**config.mk**
```make
export PLATFORM = sky130hd
export DESIGN_NAME = tap_top
export DESIGN_NICKNAME = d
export VERILOG_FILES = /design/src/rtl/tap_pkg.sv /design/src/rtl/tap_fsm.sv /design/src/rtl/tap_ir.sv /design/src/rtl/tap_dr.sv /design/src/rtl/tap_top.sv
export SDC_FILE = /design/constraint.sdc
export NUM_CORES = 1
export LEC_CHECK = 0
export BUFFER_PORTS_ARGS = -buffer_cell sky130_fd_sc_hd__clkbuf_2
export CAP_MARGIN = 20
export CELL_PAD_IN_SITES_DETAIL_PLACEMENT = 1
export CELL_PAD_IN_SITES_GLOBAL_PLACEMENT = 1
export CORE_ASPECT_RATIO = 1.1
export CORE_MARGIN = 10
export CORE_UTILIZATION = 48
export CTS_CLUSTER_DIAMETER = 40
export DETAILED_ROUTE_END_ITERATION = 12
export GPL_TIMING_DRIVEN = 0
export PLACE_DENSITY = 0.87
export SLEW_MARGIN = 20
export SYNTH_ARGS = -nofsm -noshare
export SYNTH_HDL_FRONTEND = slang
export SYNTH_SLANG_ARGS = --single-unit
```
**constraint.sdc**
```tcl
create_clock -name tck -period 4.1 [get_ports tck]
set_input_delay 1.23 -clock tck [delete_from_list [all_inputs] [get_ports tck]]
set_output_delay 1.23 -clock tck [all_outputs]
set_load 0.01 [all_outputs]
```
**src/rtl/tap_pkg.sv**
```systemverilog
package tap_pkg;
  localparam int IR_W = 10;
  localparam int CODE_W = 32;

  localparam logic [IR_W-1:0] OP_SAMPLE  = 10'h005;
  localparam logic [IR_W-1:0] OP_EXTEST  = 10'h00F;
  localparam logic [IR_W-1:0] OP_BYPASS  = 10'h3FF;
  localparam logic [IR_W-1:0] OP_USER    = 10'h007;
  localparam logic [IR_W-1:0] OP_IDCODE  = 10'h006;
  localparam logic [IR_W-1:0] IR_CAPTURE = 10'h001;

  typedef enum logic [3:0] {
    ST_RESET, ST_IDLE,
    ST_SEL_DR, ST_CAP_DR, ST_SH_DR, ST_EX1_DR, ST_PAU_DR, ST_EX2_DR, ST_UPD_DR,
    ST_SEL_IR, ST_CAP_IR, ST_SH_IR, ST_EX1_IR, ST_PAU_IR, ST_EX2_IR, ST_UPD_IR
  } tap_state_e;

  typedef enum logic [1:0] {DR_BYP, DR_ID, DR_USER, DR_BSR} dr_sel_e;

  function automatic tap_state_e tap_next(tap_state_e s, logic tms);
    case (s)
      ST_RESET:  return tms ? ST_RESET  : ST_IDLE;
      ST_IDLE:   return tms ? ST_SEL_DR : ST_IDLE;
      ST_SEL_DR: return tms ? ST_SEL_IR : ST_CAP_DR;
      ST_CAP_DR: return tms ? ST_EX1_DR : ST_SH_DR;
      ST_SH_DR:  return tms ? ST_EX1_DR : ST_SH_DR;
      ST_EX1_DR: return tms ? ST_UPD_DR : ST_PAU_DR;
      ST_PAU_DR: return tms ? ST_EX2_DR : ST_PAU_DR;
      ST_EX2_DR: return tms ? ST_UPD_DR : ST_SH_DR;
      ST_UPD_DR: return tms ? ST_SEL_DR : ST_IDLE;
      ST_SEL_IR: return tms ? ST_RESET  : ST_CAP_IR;
      ST_CAP_IR: return tms ? ST_EX1_IR : ST_SH_IR;
      ST_SH_IR:  return tms ? ST_EX1_IR : ST_SH_IR;
      ST_EX1_IR: return tms ? ST_UPD_IR : ST_PAU_IR;
      ST_PAU_IR: return tms ? ST_EX2_IR : ST_PAU_IR;
      ST_EX2_IR: return tms ? ST_UPD_IR : ST_SH_IR;
      default:   return tms ? ST_SEL_DR : ST_IDLE;
    endcase
  endfunction

  function automatic dr_sel_e ir_decode(logic [IR_W-1:0] op);
    case (op)
      OP_SAMPLE, OP_EXTEST: return DR_BSR;
      OP_IDCODE:            return DR_ID;
      OP_USER:              return DR_USER;
      default:              return DR_BYP;
    endcase
  endfunction

  function automatic logic [CODE_W-1:0] id_fix(logic [CODE_W-1:0] v);
    return {v[CODE_W-1:1], 1'b1};
  endfunction
endpackage

```
**src/rtl/tap_fsm.sv**
```systemverilog
module tap_fsm
  import tap_pkg::*;
(
  input  logic       tck,
  input  logic       trst_n,
  input  logic       tms,
  output tap_state_e state
);
  always_ff @(posedge tck or negedge trst_n) begin
    if (!trst_n) state <= ST_RESET;
    else         state <= tap_next(state, tms);
  end
endmodule

```
**src/rtl/tap_ir.sv**
```systemverilog
module tap_ir
  import tap_pkg::*;
(
  input  logic            tck,
  input  logic            trst_n,
  input  logic            in_reset,
  input  logic            cap_ir,
  input  logic            sh_ir,
  input  logic            up_ir,
  input  logic            tdi,
  output logic [IR_W-1:0] ir_sr,
  output logic [IR_W-1:0] ir
);
  always_ff @(posedge tck or negedge trst_n) begin
    if (!trst_n) begin
      ir_sr <= IR_CAPTURE;
      ir    <= OP_IDCODE;
    end else begin
      if (cap_ir)     ir_sr <= IR_CAPTURE;
      else if (sh_ir) ir_sr <= {tdi, ir_sr[IR_W-1:1]};
      if (in_reset)   ir <= OP_IDCODE;
      else if (up_ir) ir <= ir_sr;
    end
  end
endmodule

```
**src/rtl/tap_dr.sv**
```systemverilog
module tap_dr
  import tap_pkg::*;
#(
  parameter int                BSR_LEN  = 8,
  parameter logic [CODE_W-1:0] IDCODE   = 32'h0000_0001,
  parameter logic [CODE_W-1:0] USERCODE = '1
) (
  input  logic               tck,
  input  logic               trst_n,
  input  logic               cap_dr,
  input  logic               sh_dr,
  input  logic               up_dr,
  input  dr_sel_e            dr_sel,
  input  logic               tdi,
  input  logic [BSR_LEN-1:0] pin_in,
  output logic               dr_so,
  output logic [BSR_LEN-1:0] upd
);
  localparam logic [CODE_W-1:0] ID_VAL = id_fix(IDCODE);

  logic              byp;
  logic [CODE_W-1:0] code_sr;
  logic [BSR_LEN-1:0] bsr_sr;
  logic sel_code, sel_bsr;

  assign sel_code = (dr_sel == DR_ID) || (dr_sel == DR_USER);
  assign sel_bsr  = (dr_sel == DR_BSR);

  always_ff @(posedge tck or negedge trst_n) begin
    if (!trst_n) begin
      byp     <= 1'b0;
      code_sr <= '0;
    end else begin
      if (dr_sel == DR_BYP) begin
        if (cap_dr)     byp <= 1'b0;
        else if (sh_dr) byp <= tdi;
      end
      if (sel_code) begin
        if (cap_dr)     code_sr <= (dr_sel == DR_ID) ? ID_VAL : USERCODE;
        else if (sh_dr) code_sr <= {tdi, code_sr[CODE_W-1:1]};
      end
    end
  end

  for (genvar i = 0; i < BSR_LEN; i++) begin : g_cell
    logic shift_in;
    if (i == BSR_LEN - 1) begin : g_top
      assign shift_in = tdi;
    end else begin : g_mid
      assign shift_in = bsr_sr[i+1];
    end
    always_ff @(posedge tck or negedge trst_n) begin
      if (!trst_n) begin
        bsr_sr[i] <= 1'b0;
        upd[i]    <= 1'b0;
      end else if (sel_bsr) begin
        if (cap_dr)     bsr_sr[i] <= pin_in[i];
        else if (sh_dr) bsr_sr[i] <= shift_in;
        if (up_dr)      upd[i] <= bsr_sr[i];
      end
    end
  end

  always_comb begin
    case (dr_sel)
      DR_BSR:         dr_so = bsr_sr[0];
      DR_ID, DR_USER: dr_so = code_sr[0];
      default:        dr_so = byp;
    endcase
  end
endmodule

```
**src/rtl/tap_top.sv**
```systemverilog
module tap_top
  import tap_pkg::*;
#(
  parameter int                BSR_LEN  = 8,
  parameter logic [CODE_W-1:0] IDCODE   = 32'h0000_0001,
  parameter logic [CODE_W-1:0] USERCODE = '1
) (
  input  logic               tck,
  input  logic               trst_n,
  input  logic               tms,
  input  logic               tdi,
  input  logic [BSR_LEN-1:0] pin_in,
  input  logic [BSR_LEN-1:0] core_out,
  input  logic [BSR_LEN-1:0] core_oe,
  output logic               tdo,
  output logic               tdo_oe,
  output logic [BSR_LEN-1:0] pin_out,
  output logic [BSR_LEN-1:0] pin_oe,
  output logic               test_mode
);
  tap_state_e      state;
  logic [IR_W-1:0] ir_sr, ir;
  dr_sel_e         dr_sel;
  logic            dr_so;
  logic [BSR_LEN-1:0] upd;

  logic in_reset, cap_ir, sh_ir, up_ir, cap_dr, sh_dr, up_dr;
  assign in_reset = (state == ST_RESET);
  assign cap_ir   = (state == ST_CAP_IR);
  assign sh_ir    = (state == ST_SH_IR);
  assign up_ir    = (state == ST_UPD_IR);
  assign cap_dr   = (state == ST_CAP_DR);
  assign sh_dr    = (state == ST_SH_DR);
  assign up_dr    = (state == ST_UPD_DR);

  assign dr_sel    = ir_decode(ir);
  assign test_mode = (ir == OP_EXTEST);

  tap_fsm u_fsm (.tck(tck), .trst_n(trst_n), .tms(tms), .state(state));

  tap_ir u_ir (
    .tck(tck), .trst_n(trst_n), .in_reset(in_reset), .cap_ir(cap_ir),
    .sh_ir(sh_ir), .up_ir(up_ir), .tdi(tdi), .ir_sr(ir_sr), .ir(ir)
  );

  tap_dr #(.BSR_LEN(BSR_LEN), .IDCODE(IDCODE), .USERCODE(USERCODE)) u_dr (
    .tck(tck), .trst_n(trst_n), .cap_dr(cap_dr), .sh_dr(sh_dr), .up_dr(up_dr),
    .dr_sel(dr_sel), .tdi(tdi), .pin_in(pin_in), .dr_so(dr_so), .upd(upd)
  );

  always_ff @(negedge tck or negedge trst_n) begin
    if (!trst_n) begin
      tdo    <= 1'b0;
      tdo_oe <= 1'b0;
    end else begin
      tdo_oe <= sh_ir | sh_dr;
      if (sh_ir)      tdo <= ir_sr[0];
      else if (sh_dr) tdo <= dr_so;
      else            tdo <= 1'b0;
    end
  end

  for (genvar i = 0; i < BSR_LEN; i++) begin : g_pin
    assign pin_out[i] = test_mode ? upd[i] : core_out[i];
    assign pin_oe[i]  = test_mode | core_oe[i];
  end
endmodule

```
==> flow_summary_export.csv, run 1 <==
group,metric,value,unit
status,status,"complete, but fails checks",
status,violations,"negative setup slack",
setup_path,cpPeakStageDelay,0.53,ns
routing,final_antenna_net_count,0,
logic_synthesis,syn_avg_cell_area,9.80,µm²
logic_synthesis,synth-warning-count,0,
sta,max_slew.worst_pin.slew,0.837,ns
logic_synthesis,synth.distinct_cells,42,
logic_synthesis,synth_top_area_share,0.502,
setup_path,reg2reg_slack,-0.32,ns
floorplanning,coreArea,0.00705,mm²
clock_tree,cts_hold_buf,0,
setup_path,crit_family,"simple AND/OR/NAND/NOR gates",
routing,wire_per_inst,17.7,µm
logic_synthesis,synth_fp_nets,388,
clock_tree,insertion_delay,0.33,ns
pwr,peakVddDrop,0.000421,V
global_route,use_met3,0.0326,
pwr,combPwrFrac,0.398,
setup_path,endpoint_kind,"flop",
setup_path,cp-start-kind,"flop",
pwr,total_power,2.91,mW
logic_synthesis,ys_seq_elements,75,
pwr,cell_internal_pwr,1.76,mW
worst_hold_path,hp-start,"u_ir.ir[2]",
setup_path,crit_fanout,4,
floorplanning,fp.dieH,109,µm
setup_path,crit_slowest_cell,"dfstp_2",
setup_path,critical_path_class,"flop to flop",
logic_synthesis,synth_largest_area_cell,"dfrtp_1",
sta,slew_headroom,0.438,
clock_tree,cts_tree,"built",
setup_path,rr_startpoint,"u_ir.ir[2]",
logic_synthesis,synthArstFlopShare,1.00,
logic_synthesis,syn-cell-area,0.00349,mm²
logic_synthesis,synth_top_flop_cell,"dfrtp_1",
clock_tree,cts_root_buffer,"clkbuf_8",
setup_path,path_cells,"or4b_4 -> nor4_4 -> nand3_2 -> ha_4 -> inv_2 -> a22oi_2 -> o21ai_2 -> a22o_1",
global_route,grt_max_degree,43,
setup_path,r2r_end,"tdo",
sta,rsz0062_at_grt,"true",
placement,routabilityCongestion,0.762,
layout,mostFrequentLayoutCells,"70 x dfrtp_1, 65 x nand2_1, 43 x o21ai_1, 42 x clkbuf_2, 35 x o21ai_0",
pwr,clkPwrFrac,0.190,
global_route,busiest_layer,"met2",
sta,holdWs,0.483,ns
routing,drc,0,
sta,finalSetupViolations,3,
worst_hold_path,hold_depth,2,
clock_tree,htree_levels,3,
logic_synthesis,synth_cells,356,
routing,dr.pass1.iters,4,
clock_tree,path_clk_slew,0.07,ns
global_route,grt_pass1_wl,14.5,mm
pwr,cellLeakagePower,1.87,nW
clock_tree,cts.sinks,75,
floorplanning,rows,32,
floorplanning,start_util,0.495,
routing,routed_wl,8.92,mm
layout,area_growth,16.5,%
floorplanning,ios,47,
placement,place.port_buffers,45,
layout,drive_gt1_frac,0.206,
clock_tree,clk_path_buf_depth,2,
setup_path,rr_worst_depth,8,
global_route,antenna_found_initial,0,
logic_synthesis,synth_enable_flop_cells,0,
setup_path,crit_buf_inv,1,
routing,drtIter0Drc,62,
global_route,use_met2,0.284,
pwr,powerDensity,715,mW/mm²
setup_path,required,2.21,ns
global_route,overflow,0,
pwr,power_switching,1.14,mW
layout,layout.nets,445,
floorplanning,dieArea,0.0111,mm²
clock_tree,cts_buffers,9,
worst_hold_path,hp-class,"flop to flop",
sta,skew,0.0129,ns
layout,mostFrequentLayoutCell,"dfrtp_1",
sta,worst_slack,-0.325,ns
flow_run,drv_cap,0,
floorplanning,die_x,101,µm
logic_synthesis,synth_area_leaders,"dfrtp_1 50%, nand2_1 7.0%, o21ai_1 6.2%",
setup_path,worstPathArrival,2.54,ns
global_route,track_usage,0.162,
sta,hold_viol,0,
global_route,grtUsageMet1,0.183,
global_route,grt_pass1_vias,2982,
sta,slew_violations,0,
worst_hold_path,hold_path_end,"u_ir.ir[2]",
routing,vias,2792,
placement,dp_hpwl,6.18,mm
pwr,switching_share,0.393,
layout,diodes,0,
clock_tree,post_cts_buffers,0,
pwr,seqPwrFrac,0.412,
logic_synthesis,ys_seq_area_frac,0.539,
routing,vias_per_cell,5.55,
## per-layer routing
layer	vias up	share of wire
met4	0	0.023
met3	15	0.021
met2	33	0.54
met5	-	0
li1	1359	-
met1	1385	0.41
## power groups by stage
stage	registers [mW]	clock network (mW)	logic, mW
2_1_floorplan	1.15	0	0.827
3_3_place_gp	1.18	0	1.03
3_5_place_dp	1.20	0	1.10
4_1_cts	1.20	0.564	1.13
5_1_grt	1.23	0.598	1.32
6_report	1.20	0.551	1.16
## worst max-delay path by stage
stage / slack [ns] / to / startpoint / cells after the start
finish: -0.32 / tdo / u_ir.ir[2] / 8
global route: -0.47 / tdo / u_ir.ir[2] / 8
CTS: -0.40 / tdo / u_ir.ir[2] / 8
detailed placement: -0.37 / tdo / u_ir.ir[2] / 8
global placement: -0.78 / tdo_oe / trst_n / 1
floorplan: -0.13 / tdo / u_ir.ir[2] / 8
## cells by family (layout without fill, tap and decap cells)
| group | after synthesis | in the layout | share of synthesized area |
|---|---|---|---|
| AOI/OAI and AO/OA | 115 | 115 | 0.183 |
| adders and majority gates | 4 | 4 | 0.0144 |
| buffers and inverters | 33 | 95 | 0.0416 |
| DFF | 75 | 75 | 0.539 |
| muxes | 24 | 24 | 0.0746 |
| and+or+nand+nor | 105 | 105 | 0.147 |
## sequential cells by signal, summed over array words and instances, names as in the netlist
name and cells:
u_dr.upd 8, tdo 1, u_ir.ir_sr 10, u_dr.bsr_sr 1, u_fsm.state 4, u_dr.byp 1, u_dr.g_cell.shift_in 7, tdo_oe 1
u_ir.ir 10, u_dr.code_sr 32
## synth_stat cells (all sizes together) (2+ instances only)
master	number
or2	9
nor2	7
nand2b	4
ha	4
nand3	5
a21oi	18
dfrtp	70
dfrtn	2
dfstp	3
a22o	10
buf	9
inv	5
nor4	2
o21ai	79
and4	2
nand2	65
mux2i	8
nor3	3
mux2	16
clkbuf	19
## timing repair
action	CTS	global route
cloned	0	0
endpoints found under the setup margin	3	3
resized for setup	1	7
## area by class of cell
class,instances,area (µm²)
buffer,28,126
clock buffer,14,153
clock inverter,2,35.0
fill,825,2990
inverter,5,18.8
multi-input combinational,248,1490
sequential,75,1880
tap,85,106
timing repair buffer,46,254
## metrics by stage
| step | setup WS [ns] | setup TNS [ns] | utilization | instance area (µm²) | cells |
|---|---|---|---|---|---|
| 6_report | -0.325 | -0.353 | 0.576 | 4060 | 503 |
| 5_1_grt | -0.468 | -0.571 | 0.576 | 4060 | 503 |
| 4_1_cts | -0.397 | -0.474 | 0.572 | 4030 | 503 |
| 3_5_place_dp | -0.373 | -0.373 | 0.546 | 3850 | 487 |
| 3_3_place_gp | -0.782 | -1.90 | 0.543 | 3820 | 486 |
| 2_1_floorplan | -0.127 | -0.127 | - | 3490 | 356 |
## worst min-delay path, delay by kind of cell (launching register included)
kind / cells / cell delay [ns]
and+or+nand+nor: 2 / 0.11
DFF: 1 / 0.37
No activity file was read; power rests on OpenSTA's default activity.
==> run 2, diff against run 1 <==
--- a/config.mk
+++ b/config.mk
@@ -11,11 +11,11 @@
 export CELL_PAD_IN_SITES_GLOBAL_PLACEMENT = 1
 export CORE_ASPECT_RATIO = 1.1
 export CORE_MARGIN = 10
-export CORE_UTILIZATION = 48
+export CORE_UTILIZATION = 44
 export CTS_CLUSTER_DIAMETER = 40
 export DETAILED_ROUTE_END_ITERATION = 12
 export GPL_TIMING_DRIVEN = 0
-export PLACE_DENSITY = 0.87
+export PLACE_DENSITY = 0.81
 export SLEW_MARGIN = 20
 export SYNTH_ARGS = -nofsm -noshare
 export SYNTH_HDL_FRONTEND = slang
==> constraint.sdc (replaced) <==
create_clock -name tck -period 4.6 [get_ports tck]
set_input_delay 1.38 -clock tck [delete_from_list [all_inputs] [get_ports tck]]
set_output_delay 1.38 -clock tck [all_outputs]
set_load 0.01 [all_outputs]
==> run 2 against run 1 <==
  * The run still ends with negative setup slack left
  * Final cell count increased by 5.4%
  * Total power decreased by 6.9%
  * Clock skew increased by 0.012 ns
  * Largest cell class unchanged
  * Largest power group is now combinational cells
==> flow_summary_export.csv, run 2 (synthesis gave the netlist of run 1 again) <==
group,metric,value,unit
routing,dr.pass1.iters,4,
status,status,"complete, but fails checks",
setup_path,cpPeakStageDelay,0.54,ns
sta,slew_headroom,0.426,
floorplanning,fp.dieH,113,µm
routing,wire_per_inst,17.3,µm
routing,drc,0,
pwr,cell_internal_pwr,1.64,mW
sta,hold_viol,0,
setup_path,cp-start-kind,"flop",
pwr,power_switching,1.06,mW
layout,diodes,0,
routing,vias_per_cell,5.30,
layout,regMostFlops,"u_dr.code_sr",
setup_path,worstPathArrival,2.55,ns
placement,place.port_buffers,45,
pwr,seqPwrFrac,0.394,
setup_path,crit_fanout,3,
sta,skew,0.0253,ns
layout,mostFrequentLayoutCells,"70 x dfrtp_1, 65 x nand2_1, 44 x clkbuf_2, 43 x o21ai_1, 35 x o21ai_0",
pwr,combPwrFrac,0.409,
global_route,grt_pass1_vias,3129,
clock_tree,cts_root_buffer,"clkbuf_8",
global_route,antenna_found_initial,0,
floorplanning,rows,34,
routing,routed_wl,9.15,mm
global_route,grt_pass1_wl,15.6,mm
global_route,track_usage,0.160,
routing,drtIter0Drc,75,
floorplanning,die_x,105,µm
sta,worst_slack,-0.0606,ns
pwr,peakVddDrop,0.000288,V
sta,finalSetupViolations,1,
routing,vias,2807,
setup_path,crit_buf_inv,1,
global_route,grt_max_degree,43,
worst_hold_path,hp-class,"flop to flop",
pwr,clkPwrFrac,0.197,
placement,dp_hpwl,6.16,mm
floorplanning,start_util,0.445,
floorplanning,coreArea,0.00783,mm²
setup_path,crit_family,"simple AND/OR/NAND/NOR gates",
sta,rsz0062_at_grt,"true",
status,violations,"negative setup slack",
routing,final_antenna_net_count,0,
layout,reg.largest.list,"u_dr.code_sr (32), u_ir.ir (10), u_ir.ir_sr (10)",
sta,tns,-0.0606,ns
placement,routabilityCongestion,0.772,
setup_path,path_cells,"or4b_4 -> nor4_4 -> nand3_2 -> ha_4 -> inv_4 -> a22oi_2 -> o21ai_2 -> a22o_1",
layout,largest_reg_flops,32,
floorplanning,dieArea,0.0119,mm²
layout,drive_gt1_frac,0.220,
setup_path,required,2.49,ns
clock_tree,cts_tree,"built",
clock_tree,cts_buffers,9,
pwr,switching_share,0.393,
global_route,overflow,0,
clock_tree,cts.sinks,75,
clock_tree,path_clk_slew,0.08,ns
clock_tree,htree_levels,3,
layout,mostFrequentLayoutCell,"dfrtp_1",
clock_tree,clk_path_buf_depth,2,
flow_run,drv_cap,0,
floorplanning,ios,47,
pwr,cellLeakagePower,1.89,nW
layout,area_growth,18.6,%
setup_path,crit_slowest_cell,"dfstp_2",
sta,slew_violations,0,
pwr,powerDensity,654,mW/mm²
setup_path,critical_path_class,"flop to flop",
layout,layout.nets,449,
pwr,total_power,2.70,mW
clock_tree,insertion_delay,0.36,ns
clock_tree,cts_hold_buf,0,
setup_path,reg2reg_slack,-0.06,ns
setup_path,endpoint_kind,"flop",
sta,max_slew.worst_pin.slew,0.854,ns
## run 2: final timing paths
kind | startpoint | endpoint | cells after the start
setup / recovery | u_ir.ir[2] | tdo | 8
max in group asynchronous | trst_n | tdo_oe | 1
setup reg to reg | u_ir.ir[2] | tdo | 8
min in group asynchronous | trst_n | u_dr.code_sr[16] | 1
hold reg to reg | u_dr.code_sr[13] | u_dr.code_sr[13] | 2
hold / removal | u_dr.code_sr[13] | u_dr.code_sr[13] | 2
## run 2: worst register-to-register path, cell delays in order, from the launching register on
cell	delay, ns
dfstp_2	0.54
or4b_4	0.47
nor4_4	0.25
nand3_2	0.17
ha_4	0.31
inv_4	0.03
a22oi_2	0.16
o21ai_2	0.08
a22o_1	0.18
## run 2: final cells by class
| type | count | area (µm²) |
|---|---|---|
| buffer | 28 | 126 |
| clock buffer | 13 | 159 |
| clock inverter | 3 | 46.3 |
| fill | 963 | 3690 |
| inverter | 5 | 21.3 |
| multi-input combinational | 248 | 1490 |
| sequential | 75 | 1880 |
| tap | 108 | 135 |
| timing repair buffer | 50 | 278 |
## run 2: power by group through the flow
stage | Combinational [mW] | Sequential, mW | Clock (mW)
after CTS | 1.07 | 1.06 | 0.542
after floorplan | 0.735 | 1.02 | 0
after detailed placement | 0.980 | 1.07 | 0
final | 1.11 | 1.07 | 0.532
after global placement | 0.919 | 1.05 | 0
after global routing | 1.27 | 1.10 | 0.573
## run 2: routing by layer
metal  global-route usage  wire length [µm]  up-vias
met5                    0                 0        -
met4               0.0595               171        0
met3               0.0372               213       13
met2                0.281              4820       28
met1                0.187              3950     1411
li1                     -                 -     1355
## run 2: metrics by stage
step           setup slack [ns]  instances  area, µm²  utilization  hold slack [ns]
2_1_floorplan            0.0979        356       3490            -            0.450
3_3_place_gp             -0.714        509       3850        0.492            0.463
3_5_place_dp             -0.205        510       3870        0.494            0.476
4_1_cts                  -0.177        529       4130        0.527            0.495
5_1_grt                  -0.175        530       4140        0.528            0.518
6_report                -0.0606        530       4140        0.528            0.489
## run 2: repair_timing
| action | CTS | global route |
|---|---|---|
| buffers inserted | 3 | 1 |
| pin swaps | 5 | 5 |
| endpoints found under the setup margin | 1 | 1 |
| gates resized for setup | 7 | 1 |
==> run 3, diff against run 2 <==
--- a/config.mk
+++ b/config.mk
@@ -10,7 +10,7 @@
 export CELL_PAD_IN_SITES_DETAIL_PLACEMENT = 1
 export CELL_PAD_IN_SITES_GLOBAL_PLACEMENT = 1
 export CORE_ASPECT_RATIO = 1.1
-export CORE_MARGIN = 10
+export CORE_MARGIN = 4
 export CORE_UTILIZATION = 44
 export CTS_CLUSTER_DIAMETER = 40
 export DETAILED_ROUTE_END_ITERATION = 12
==> run 3 against run 2 <==
  * The run still ends with negative setup slack left
  * Worst setup slack got worse by 0.034 ns
  * Global-route usage rose by 2.9 points
  * Sequential share of layout area grew 0.57 points
  * First-iteration DRC count increased by 33%
  * Routed wire length decreased by 8.8%
  * Non-clock buffer count shrank 3
  * Total power fell by 4.9%
==> flow_summary_export.csv, run 3 (synthesis gave the netlist of run 1 again) <==
group,metric,value,unit
floorplanning,dieArea,0.00942,mm²
routing,final_antenna_net_count,0,
clock_tree,insertion_delay,0.34,ns
pwr,cellLeakagePower,1.88,nW
sta,slew_violations,0,
floorplanning,start_util,0.459,
clock_tree,cts.sinks,75,
clock_tree,cts_tree,"built",
layout,fillers,921,
layout,layout.nets,446,
layout,mostFrequentLayoutCell,"dfrtp_1",
clock_tree,path_clk_slew,0.08,ns
clock_tree,cts_hold_buf,0,
placement,routabilityCongestion,0.754,
setup_path,critical_path_class,"flop to flop",
status,status,"complete, but fails checks",
layout,ff_latch_area,0.00188,mm²
setup_path,endpoint_kind,"flop",
layout,area_growth,17.2,%
worst_hold_path,hp-class,"flop to flop",
floorplanning,ios,47,
routing,dr.pass1.iters,4,
pwr,total_power,2.57,mW
sta,worst_slack,-0.0946,ns
setup_path,cp-start-kind,"flop",
clock_tree,cts_root_buffer,"clkbuf_8",
global_route,grt_max_degree,40,
setup_path,worstPathArrival,2.56,ns
sta,finalSetupViolations,1,
global_route,overflow,0,
placement,dp_hpwl,5.89,mm
sta,skew,0.0117,ns
pwr,powerDensity,629,mW/mm²
clock_tree,htree_levels,3,
layout,regMostFlops,"u_dr.code_sr",
routing,routed_wl,8.35,mm
floorplanning,die_x,92.9,µm
global_route,antenna_found_initial,0,
status,violations,"negative setup slack",
worst_hold_path,hold_depth,2,
routing,vias,2780,
placement,placed_cell_area,0.00387,mm²
layout,fin_area,0.00409,mm²
routing,vias_per_cell,5.31,
layout,drive_gt1_frac,0.205,
sta,rsz0062_at_grt,"true",
layout,largest_reg_flops,32,
sta,slew_headroom,0.422,
layout,reg.largest.list,"u_dr.code_sr (32), u_ir.ir (10), u_ir.ir_sr (10)",
global_route,grt_pass1_vias,2948,
placement,dp.cells,507,
layout,mostFrequentLayoutCells,"70 x dfrtp_1, 65 x nand2_1, 44 x clkbuf_2, 43 x o21ai_1, 35 x o21ai_0",
sta,hold_viol,0,
clock_tree,clk_path_buf_depth,2,
routing,drtIter0Drc,100,
flow_run,drv_cap,0,
routing,wire_per_inst,15.9,µm
layout,multi_input_area,0.00148,mm²
setup_path,required,2.47,ns
sta,holdWs,0.484,ns
clock_tree,cts_buffers,9,
floorplanning,coreArea,0.00760,mm²
floorplanning,fp.dieH,101,µm
global_route,grt_pass1_wl,14.1,mm
setup_path,crit_fanout,4,
setup_path,rr_worst_depth,8,
sta,max_slew.worst_pin.slew,0.860,ns
layout,instances_no_fill,524,
layout,diodes,0,
global_route,track_usage,0.189,
pwr,peakVddDrop,0.000321,V
placement,place.port_buffers,45,
floorplanning,rows,33,
routing,drc,0,
## run 3: final timing paths
kind                                        from                to  slack, ns
worst min-delay path            u_dr.code_sr[23]  u_dr.code_sr[23]       0.48
min in group asynchronous                 trst_n  u_dr.code_sr[18]       1.03
worst max-delay path                  u_ir.ir[2]               tdo      -0.09
max in group asynchronous                 trst_n            tdo_oe       0.75
worst min register to register  u_dr.code_sr[23]  u_dr.code_sr[23]       0.48
worst max register to register        u_ir.ir[2]               tdo      -0.09
## run 3: through the flow
| step | utilization | setup TNS (ns) | setup WS (ns) |
|---|---|---|---|
| floorplan | - | 0 | 0.0979 |
| global placement | 0.506 | -1.50 | -0.698 |
| detailed placement | 0.509 | -0.114 | -0.114 |
| CTS | 0.537 | -0.112 | -0.112 |
| global route | 0.538 | -0.241 | -0.241 |
| finish | 0.538 | -0.0946 | -0.0946 |
## run 3: layout make-up
| cell class | count | area share |
|---|---|---|
| Buffer | 28 | 0.0309 |
| Clock inverter | 2 | 0.00858 |
| Multi-Input combinational cell | 248 | 0.361 |
| Timing Repair Buffer | 47 | 0.0625 |
| Tap cell | 105 | 0.0322 |
| Sequential cell | 75 | 0.460 |
| Inverter | 5 | 0.00459 |
| Clock buffer | 14 | 0.0398 |
## run 3: what timing repair did
action,4_1_cts,5_1_grt
resized for setup,4,0
endpoints found under the setup margin,1,1
cloned,0,0
buffers inserted,0,1
pin swaps,0,2
## run 3: layer usage
metal / routed length (µm) / vias to the layer above / track usage
met1: 3500 / 1402 / 0.228
met4: 63 / 0 / 0.0620
met2: 4640 / 21 / 0.341
met3: 147 / 6 / 0.0379
met5: 0 / - / 0
li1: - / 1351 / -
## run 3: worst max-delay path: stages (launching register included)
cell and delay (ns):
dfstp_2 0.53, or4b_4 0.47, nor4_4 0.30, nand3_2 0.13, ha_1 0.29, inv_1 0.05, a22oi_2 0.18, o21ai_2 0.08
a22o_1 0.19
## run 3: power by group
part / internal (mW) / total, mW / switching, mW
Sequential: 0.914 / 1.06 / 0.150
Clock: 0.281 / 0.508 / 0.228
Combinational: 0.382 / 0.998 / 0.617
